## config.mk

```make
export PLATFORM = sky130hd
export DESIGN_NAME = scl_timing_gen
export DESIGN_NICKNAME = d
export VERILOG_FILES = /design/src/rtl/scl_gen_pkg.sv /design/src/rtl/scl_rst_sync.sv /design/src/rtl/scl_presc.sv /design/src/rtl/scl_phase_cnt.sv /design/src/rtl/scl_time_latch.sv /design/src/rtl/scl_timing_gen.sv
export SDC_FILE = /design/constraint.sdc
export NUM_CORES = 1
export LEC_CHECK = 0
export ABC_AREA = 0
export BUFFER_PORTS_ARGS = -buffer_cell sky130_fd_sc_hd__buf_2
export CORE_MARGIN = 2
export CORE_UTILIZATION = 60
export CTS_BUF_LIST = sky130_fd_sc_hd__clkbuf_8
export DETAILED_ROUTE_END_ITERATION = 10
export PLACE_DENSITY = 0.82
export SYNTH_ARGS = -nofsm -noshare
export SYNTH_HDL_FRONTEND = slang
export SYNTH_SLANG_ARGS = --single-unit
```

## constraint.sdc

```tcl
create_clock -name clk -period 1.9 [get_ports clk]
set_input_delay 0.19 -clock clk [delete_from_list [all_inputs] [get_ports clk]]
set_output_delay 0.19 -clock clk [all_outputs]
set_load 0.01 [all_outputs]
```

## src/rtl/scl_gen_pkg.sv

```systemverilog
package scl_gen_pkg;

  typedef enum logic [1:0] {
    SG_IDLE = 2'd0,
    SG_LOW  = 2'd1,
    SG_HIGH = 2'd2
  } sg_state_e;

  // fixed tick counts added on top of the programmed phase values
  localparam int unsigned LOW_EXTRA  = 7;
  localparam int unsigned HIGH_EXTRA = 5;

endpackage

```

## src/rtl/scl_rst_sync.sv

```systemverilog
module scl_rst_sync (
  input  logic clk,
  input  logic rst_n,
  output logic rst_n_s
);

  logic [1:0] sync_q;

  always_ff @(posedge clk or negedge rst_n) begin
    if (!rst_n) begin
      sync_q <= 2'b00;
    end else begin
      sync_q <= {sync_q[0], 1'b1};
    end
  end

  assign rst_n_s = sync_q[1];

endmodule

```

## src/rtl/scl_presc.sv

```systemverilog
module scl_presc #(
  parameter int PSC_W = 8
) (
  input  logic             clk,
  input  logic             rst_n,
  input  logic             clr,
  input  logic             run,
  input  logic [PSC_W-1:0] div,
  output logic             tick
);

  logic [PSC_W-1:0] cnt_q;
  logic [PSC_W-1:0] cnt_d;
  logic             at_top;

  assign at_top = (cnt_q == div);
  assign tick   = run & at_top;

  always_comb begin
    cnt_d = cnt_q;
    if (clr) begin
      cnt_d = '0;
    end else if (run) begin
      cnt_d = at_top ? '0 : cnt_q + 1'b1;
    end
  end

  always_ff @(posedge clk or negedge rst_n) begin
    if (!rst_n) begin
      cnt_q <= '0;
    end else begin
      cnt_q <= cnt_d;
    end
  end

endmodule

```

## src/rtl/scl_phase_cnt.sv

```systemverilog
module scl_phase_cnt #(
  parameter int LIM_W = 9
) (
  input  logic             clk,
  input  logic             rst_n,
  input  logic             clr,
  input  logic             tick,
  input  logic [LIM_W-1:0] limit,
  output logic             done
);

  logic [LIM_W-1:0] cnt_q;
  logic [LIM_W-1:0] cnt_d;
  logic             last;

  assign last = (cnt_q == limit - 1'b1);
  assign done = tick & last;

  always_comb begin
    cnt_d = cnt_q;
    if (clr) begin
      cnt_d = '0;
    end else if (tick) begin
      cnt_d = last ? '0 : cnt_q + 1'b1;
    end
  end

  always_ff @(posedge clk or negedge rst_n) begin
    if (!rst_n) begin
      cnt_q <= '0;
    end else begin
      cnt_q <= cnt_d;
    end
  end

endmodule

```

## src/rtl/scl_time_latch.sv

```systemverilog
module scl_time_latch
  import scl_gen_pkg::*;
#(
  parameter int TIME_W = 8,
  parameter int PSC_W  = 8,
  parameter int LIM_W  = TIME_W + 1
) (
  input  logic                clk,
  input  logic                rst_n,
  input  logic                load,
  input  logic                use_hs,
  input  logic [2*TIME_W-1:0] low_reg,
  input  logic [2*TIME_W-1:0] high_reg,
  input  logic [PSC_W-1:0]    psc_reg,
  output logic [LIM_W-1:0]    low_lim,
  output logic [LIM_W-1:0]    high_lim,
  output logic [PSC_W-1:0]    div
);

  logic [TIME_W-1:0] low_sel;
  logic [TIME_W-1:0] high_sel;
  logic [LIM_W-1:0]  low_lim_d;
  logic [LIM_W-1:0]  high_lim_d;

  // byte select: upper byte carries the high-speed timing
  assign low_sel  = use_hs ? low_reg[2*TIME_W-1:TIME_W]  : low_reg[TIME_W-1:0];
  assign high_sel = use_hs ? high_reg[2*TIME_W-1:TIME_W] : high_reg[TIME_W-1:0];

  assign low_lim_d  = {1'b0, low_sel}  + LIM_W'(LOW_EXTRA);
  assign high_lim_d = {1'b0, high_sel} + LIM_W'(HIGH_EXTRA);

  always_ff @(posedge clk or negedge rst_n) begin
    if (!rst_n) begin
      low_lim  <= LIM_W'(LOW_EXTRA);
      high_lim <= LIM_W'(HIGH_EXTRA);
      div      <= '0;
    end else if (load) begin
      low_lim  <= low_lim_d;
      high_lim <= high_lim_d;
      div      <= psc_reg;
    end
  end

endmodule

```

## src/rtl/scl_timing_gen.sv

```systemverilog
module scl_timing_gen
  import scl_gen_pkg::*;
#(
  parameter int PSC_W  = 8,
  parameter int TIME_W = 8
) (
  input  logic                clk,
  input  logic                rst_n,
  input  logic                mod_en,
  input  logic                hs_mode,
  input  logic [PSC_W-1:0]    psc_reg,
  input  logic [2*TIME_W-1:0] scl_low_reg,
  input  logic [2*TIME_W-1:0] scl_high_reg,
  input  logic                xfer_start,
  input  logic                hs_phase_go,
  input  logic                scl_in,
  output logic                scl_o
);

  localparam int LIM_W = TIME_W + 1;

  logic             rst_n_s;
  sg_state_e        state_q;
  sg_state_e        state_d;
  logic             ph2_q;
  logic             ph2_d;
  logic             load;
  logic             clr;
  logic             use_hs;
  logic             run;
  logic             tick;
  logic             phase_done;
  logic [LIM_W-1:0] low_lim;
  logic [LIM_W-1:0] high_lim;
  logic [LIM_W-1:0] limit;
  logic [PSC_W-1:0] div;

  scl_rst_sync u_rst_sync (
    .clk     (clk),
    .rst_n   (rst_n),
    .rst_n_s (rst_n_s)
  );

  // timing captured only when a low phase begins
  assign use_hs = hs_mode & ph2_q & ~xfer_start;

  scl_time_latch #(
    .TIME_W (TIME_W),
    .PSC_W  (PSC_W),
    .LIM_W  (LIM_W)
  ) u_latch (
    .clk      (clk),
    .rst_n    (rst_n_s),
    .load     (load),
    .use_hs   (use_hs),
    .low_reg  (scl_low_reg),
    .high_reg (scl_high_reg),
    .psc_reg  (psc_reg),
    .low_lim  (low_lim),
    .high_lim (high_lim),
    .div      (div)
  );

  // high-phase ticks are held while the line is pulled low by a slave
  assign run = (state_q == SG_LOW) | ((state_q == SG_HIGH) & scl_in);

  scl_presc #(
    .PSC_W (PSC_W)
  ) u_presc (
    .clk   (clk),
    .rst_n (rst_n_s),
    .clr   (clr),
    .run   (run),
    .div   (div),
    .tick  (tick)
  );

  assign limit = (state_q == SG_LOW) ? low_lim : high_lim;

  scl_phase_cnt #(
    .LIM_W (LIM_W)
  ) u_phase (
    .clk   (clk),
    .rst_n (rst_n_s),
    .clr   (clr),
    .tick  (tick),
    .limit (limit),
    .done  (phase_done)
  );

  always_comb begin
    state_d = state_q;
    load    = 1'b0;
    clr     = 1'b0;
    ph2_d   = ph2_q | hs_phase_go;
    if (!mod_en) begin
      state_d = SG_IDLE;
      clr     = 1'b1;
      ph2_d   = 1'b0;
    end else if (xfer_start) begin
      state_d = SG_LOW;
      load    = 1'b1;
      clr     = 1'b1;
      ph2_d   = 1'b0;
    end else begin
      case (state_q)
        SG_LOW: begin
          if (phase_done) begin
            state_d = SG_HIGH;
            clr     = 1'b1;
          end
        end
        SG_HIGH: begin
          if (phase_done) begin
            state_d = SG_LOW;
            load    = 1'b1;
            clr     = 1'b1;
          end
        end
        default: begin
          clr = 1'b1;
        end
      endcase
    end
  end

  always_ff @(posedge clk or negedge rst_n_s) begin
    if (!rst_n_s) begin
      state_q <= SG_IDLE;
      ph2_q   <= 1'b0;
    end else begin
      state_q <= state_d;
      ph2_q   <= ph2_d;
    end
  end

  assign scl_o = (state_q != SG_LOW);

endmodule

```

Word-level counts from Yosys, hierarchy flattened
Cells that the tools add are included.
- output and inout bits: 1
- word-level logic and storage cells: 56
- register bits after elaboration: 48
- input bits: 47
- add/subtract/negate cells: 5
- equality and inequality tests: 8
- reduce and logical (&&, ||, !) cells: 4
- bitwise gates (word level): 8
- mux-type cells: 23
- operator list (operator ; count):
    2-to-1 mux 8 bit ; 5
    2-to-1 mux 9 bit ; 4
    adder 8 x 3 -> 9 bit (second input constant) ; 2
    adder 9 x 1 -> 9 bit (second input constant) ; 1
    equality test 9 bit ; 1
    2-to-1 mux 1 bit ; 9
    subtractor 9 x 1 -> 9 bit (second input constant) ; 1
    adder 8 x 1 -> 8 bit (second input constant) ; 1
    equality test 8 bit ; 1
    2-to-1 mux 2 bit ; 4
    inequality test 4 bit (second input constant) ; 2
    bitwise AND 1 bit ; 5
    inequality test 4 x 1 -> 1 bit (second input constant) ; 1
    one-hot mux 2 bit (2 select lines) ; 1
    nonzero test 2 bit ; 2
    AND reduction 3 bit ; 1
    equality test 2 x 1 -> 1 bit (second input constant) ; 1
    equality test 2 bit (second input constant) ; 1
    inequality test 2 x 1 -> 1 bit (second input constant) ; 1
    bitwise OR 1 bit ; 2
    OR reduction 2 bit ; 1
    inverter 1 bit ; 1

Longest topological paths before layout
- word-level depth: 10
- depth in mapped cells: 15
- depth with buffers taken out: 11

Modules after synthesis
A second synthesis with hierarchy kept.
- cell total of the unflattened synthesis: 333
- area, all modules: 3250.6 um^2
- modules (own cells, without submodules) (module ; instances ; seq. area each (um^2) ; cells an instance ; area each (um^2)):
    scl_time_latch ; 1 ; 656.9 ; 145 ; 1591.5
    scl_phase_cnt ; 1 ; 225.2 ; 91 ; 747.0
    scl_presc ; 1 ; 200.2 ; 58 ; 530.5
    scl_timing_gen ; 1 ; 75.1 ; 36 ; 327.8
    scl_rst_sync ; 1 ; 50.0 ; 3 ; 53.8

Least setup slack after synthesis
Ideal clock, no wire load.
- path kind: flip-flop to flip-flop
- start: register state_q[1]
- end: register state_q[0]
- arrival: 2.872 ns
- buffers on the path: 2
- period minus slack after synthesis: 2.939 ns
- slack: -1.039 ns
- setup time: 0.067 ns
- stages on the path, launching flop included: 14
- data required time: 1.833 ns
- path through: dfrtp_1 inv_1 ha_1 buf_6 buf_6 mux2i_1 ha_1 xor2_1 xnor2_1 nor3_1 nand3_1 nand3b_1 nor3_2 a221o_1
- longest elaborated chain between the ends: 7
- elaborated cells between the ends (all ways): 16
- those cells by class: 1 x add/sub; 6 x eq/ne; 4 x mux; 4 x bitwise; 1 x reduce/logical
- ends and longest elaborated chain (element ; line ; text):
    from (decl) ; scl_timing_gen.sv:23 ; sg_state_e state_q;
    from (signal assigned) ; scl_timing_gen.sv:132 ; state_q <= state_d;
    equality test 2 x 1 -> 1 bit / equality test 2 bit (equally long branches) ; scl_timing_gen.sv:65, scl_timing_gen.sv:78, scl_timing_gen.sv:106 ;
    2-to-1 mux 9 bit / bitwise AND 1 bit (equally long branches) ; scl_timing_gen.sv:78, scl_timing_gen.sv:65 ;
    subtractor 9 x 1 -> 9 bit / bitwise OR 1 bit (equally long branches) ; scl_phase_cnt.sv:16, scl_timing_gen.sv:65 ;
    equality test 9 bit / bitwise AND 1 bit (equally long branches) ; scl_phase_cnt.sv:16, scl_presc.sv:17 ;
    bitwise AND 1 bit ; scl_phase_cnt.sv:17 ; assign done = tick & last;
    inequality test 4 bit (no line) ; -- ;
    AND reduction 3 bit (no line) ; -- ;
Parallel ways exist; a longest one is shown, timed or not.
A chain may end at the register's enable or synchronous reset.

Final worst setup path
- start: register state_q[1]
- end: register u_latch.low_lim[6]
- longest elaborated chain between the ends: 9
- elaborated cells between the ends (all ways): 13
- those cells by class: 1 x add/sub; 3 x eq/ne; 5 x mux; 4 x bitwise
- ends and longest elaborated chain (element ; line ; text):
    equality test 2 x 1 -> 1 bit / equality test 2 bit (equally long branches) ; scl_timing_gen.sv:65, scl_timing_gen.sv:78, scl_timing_gen.sv:106 ;
    2-to-1 mux 9 bit / bitwise AND 1 bit (equally long branches) ; scl_timing_gen.sv:78, scl_timing_gen.sv:65 ;
    subtractor 9 x 1 -> 9 bit / bitwise OR 1 bit (equally long branches) ; scl_phase_cnt.sv:16, scl_timing_gen.sv:65 ;
    equality test 9 bit / bitwise AND 1 bit (equally long branches) ; scl_phase_cnt.sv:16, scl_presc.sv:17 ;
    bitwise AND 1 bit ; scl_phase_cnt.sv:17 ;
    2-to-1 mux 1 bit ; scl_timing_gen.sv:114 ; if (phase_done) begin
    2-to-1 mux 1 bit (*) ; scl_timing_gen.sv:106 ; case (state_q)
    2-to-1 mux 1 bit (*) ; scl_timing_gen.sv:100 ; end else if (xfer_start) begin
    2-to-1 mux 1 bit (*) ; scl_timing_gen.sv:96 ; if (!mod_en) begin
    to (signal assigned) ; scl_time_latch.sv:34 ; low_lim <= LIM_W'(LOW_EXTRA);
    to (signal assigned) ; scl_time_latch.sv:38 ; low_lim <= low_lim_d;
    to (decl) ; scl_time_latch.sv:15 ; output logic [LIM_W-1:0] low_lim,
Every way passes the cells marked *; elsewhere a longest branch is shown, timed or not.

==> impl_metrics.py <==
metrics = {
    "outcome": {
        "outcome": "complete, but fails checks",
        "violations": "negative setup slack",
    },
    "synthesis": {
        "synthCells": 428,
        "synth_edf_count": 0,
        "ys_seq_area_frac": 0.3273,
        "synth_top_area_cell": "dfrtp_1",
        "yosys_warnings": 0,
        "yosys.area.top_type_share": 0.2917,
        "syn_avg_cell_area_um2": 8.618,
        "synth_cell_type_count": 51,
        "syn_area_um2": 3689,
        "ys_seq_elements": 48,
        "syn_nets": 482,
        "synth_top_flop_cell": "dfrtp_1",
        "async_flop_share": 1.000,
        "synth_area_leaders": "dfrtp_1 29%, nand3_1 9.2%, mux2i_1 6.8%",
    },
    "sta": {
        "final.period_utilization": 1.613,
        "drv_slew": 0,
        "fmax_mhz": 326.3,
        "hold_violations": 0,
        "worst_pin_slew_ps": 747.9,
        "timing.hold.ws_ps": 99.50,
        "setup-tns-final_ps": -38810,
        "rsz0062_at_grt": "yes",
        "finalClockSkew_ps": 13.05,
        "finalCriticalPeriod_ps": 3065,
        "setup_ws_ps": -1165,
        "setup_viol": 41,
        "relSlewSlack": 0.5014,
    },
    "power_and_ir_drop": {
        "leakagePower_nw": 2.359,
        "power_mw": 3.180,
        "power_frac_seq": 0.391,
        "ir_drop_mv": 0.4657,
        "comb_power_share": 0.359,
        "cellInternalPower_mw": 2.085,
        "powerDensity_nw_per_um2": 594.7,
        "pwr-share-clk": 0.250,
        "p_switching_mw": 1.095,
        "power.share.switching": 0.3444,
    },
    "placed_design": {
        "gp_congestion": 0.9071,
        "place_ws_ps": -1050,
        "io_buffers": 47,
        "place.detailed.hpwl_um": 8014,
    },
    "clock_tree": {
        "clk_latency_ps": 320,
        "cts.sinks": 48,
        "cts_max_path_buffers": 2,
        "cts_tree": "yes",
        "root_buffer": "clkbuf_8",
        "cts.clk_slew.worst_paths_ps": 110,
        "cts_inserted_buffers": 5,
        "h-tree-depth": 2,
    },
    "die": {
        "die-area_um2": 6791,
        "die_w_um": 82.41,
        "io_pins": 48,
        "initial_utilization": 0.6230,
        "std_cell_rows": 28,
        "core_um2": 5921,
        "die_h_um": 82.41,
    },
    "critical_path": {
        "cp.required_ps": 2140,
        "path_class": "reg2reg",
        "cp_max_fo": 11,
        "arrival_ps": 3310,
        "end_kind": "flip-flop",
        "critPathLaunchType": "flip-flop",
        "reg2reg_depth": 15,
    },
    "final_layout": {
        "diodes": 0,
        "synthToLayoutAreaGrowth_pct": 44.98,
        "drive_above_1_share": 0.4579,
        "nets": 623,
    },
    "global_routing": {
        "grt_max_degree": 32,
        "grt_overflow": 0,
        "grt_pass1_vias": 4451,
        "antenna_found_initial": 0,
        "grtUsageTotal": 0.4402,
        "grt_pass1_wl_um": 22380,
    },
    "drt": {
        "routed_wl_um": 15360,
        "wl_per_cell_um": 23.82,
        "drc": 0,
        "viasPerCell": 6.992,
        "dr.first_iter.drc_count": 598,
        "via_count": 4510,
        "ant_nets": 0,
        "dr.pass1.iters": 5,
    },
    "worst_hold_path": {
        "hold_class": "in2reg",
        "whs_path_depth": 2,
    },
    "flow_run": {
        "maxCapViolations": 0,
    },
}
[placed cells by master, fill, tap and decap left out, drive strengths merged, types with 5 or more instances in the layout]
master	n
clkbuf	5
buf	159
or3b	20
dfstp	5
a22oi	16
xnor2	15
inv	7
and2	8
ha	7
a21oi	13
xor2	24
and3	6
nor2	23
mux2i	25
o22ai	8
o21ai	14
nor3	13
a211o	6
nand3	68
nor3b	11
nand2	37
dfrtp	43
[what timing repair did]
action	4_1_cts	5_1_grt
gates cloned	2	0
hold buffers	1	0
pin swaps	15	16
gates resized for setup	46	37
hold endpoints to repair	2	0
setup buffers	8	4
setup endpoints to repair	44	44
[worst max-delay path, stage by stage, from the launching register on]
cell and delay [ps]:
dfrtp_1 420, inv_2 80, ha_4 180, buf_6 140, mux2i_4 280, ha_4 240
xor2_4 180, xnor2_2 80, nor3_2 190, nand3_2 160, a2111oi_4 310, buf_6 190
buf_8 140, buf_4 140, nand3_1 120, nand3_1 140
[per-stage QoR]
step / utilization / cell area [um2] / cells
floorplan: - / 3766 / 428
global placement: 0.8011 / 4743 / 624
detailed placement: 0.8011 / 4743 / 624
CTS: 0.8728 / 5167 / 643
global route: 0.9032 / 5348 / 645
finish: 0.9032 / 5348 / 645
[power groups by stage]
| stage | Sequential [mW] | Combinational [mW] | Clock [mW] |
|---|---|---|---|
| 2_1_floorplan | 1.22 | 0.487 | 0 |
| 3_3_place_gp | 1.22 | 0.843 | 0 |
| 3_5_place_dp | 1.23 | 0.881 | 0 |
| 4_1_cts | 1.22 | 0.955 | 0.779 |
| 5_1_grt | 1.25 | 1.19 | 0.826 |
| 6_report | 1.24 | 1.14 | 0.796 |
[layout make-up]
type / count / area [um2]
Clock buffer: 5 / 68.82
Clock inverter: 3 / 46.29
Fill cell: 229 / 573.1
Inverter: 6 / 25.02
Multi-Input combinational cell: 348 / 2740
Sequential cell: 48 / 1209
Tap cell: 75 / 93.84
Timing Repair Buffer: 160 / 1165
[registers in the layout, summed over array words and instances (netlist names)]
name / flops
ph2_q: 1
state_q: 2
u_latch.div: 8
u_latch.high_lim: 9
u_latch.low_lim: 9
u_phase.cnt_q: 9
u_presc.cnt_q: 8
u_rst_sync.sync_q: 2
[worst paths after layout]
check                      slack [ps]                    to                 start
min in group asynchronous         170  u_rst_sync.sync_q[1]                 rst_n
hold reg to reg                   340      u_presc.cnt_q[6]  u_rst_sync.sync_q[1]
hold / removal                    100                 ph2_q           hs_phase_go
setup reg to reg                -1160    u_latch.low_lim[6]            state_q[1]
setup / recovery                -1160    u_latch.low_lim[6]            state_q[1]
max in group asynchronous         930      u_phase.cnt_q[0]  u_rst_sync.sync_q[1]
[synth_stat cells (2+ instances only)]
cell type,n
or3b_2,20
inv_1,6
xor2_1,24
dfrtp_1,43
nand3b_1,3
o21ai_0,12
and2_1,8
nor3_2,2
a21o_1,3
nor4_1,2
dfstp_2,5
a21oi_1,13
nor2b_1,3
a211o_1,6
a32oi_1,2
nor2_1,23
buf_1,2
nand3_1,68
o21ai_1,2
o22ai_1,8
or3_1,2
a22oi_1,16
clkbuf_1,17
xnor2_1,15
buf_6,5
ha_1,7
and3_1,6
nand2_1,37
mux2i_1,25
nor3_1,11
nand4_1,3
nor3b_1,10
[kinds of logic (layout without fill, tap and decap cells)]
group,Yosys count,after routing,synth area share
AO/OA/AOI/OAI,72,72,0.1357
XOR/XNOR,39,39,0.09261
adder cells (fa/ha/maj),7,7,0.02374
buffers and inverters,32,174,0.04410
flip-flops,48,48,0.3273
multiplexers,26,26,0.07090
other,1,1,0.001017
AND/OR/NAND/NOR,203,203,0.3046
[layer usage]
layer	up-vias	wire, um	global-route usage
li1	1842	-	-
met1	2139	5488	0.5468
met2	399	7239	0.7000
met3	130	1520	0.08804
met4	0	1116	0.2750
met5	-	0	0
No activity file was read; power rests on OpenSTA's default activity.
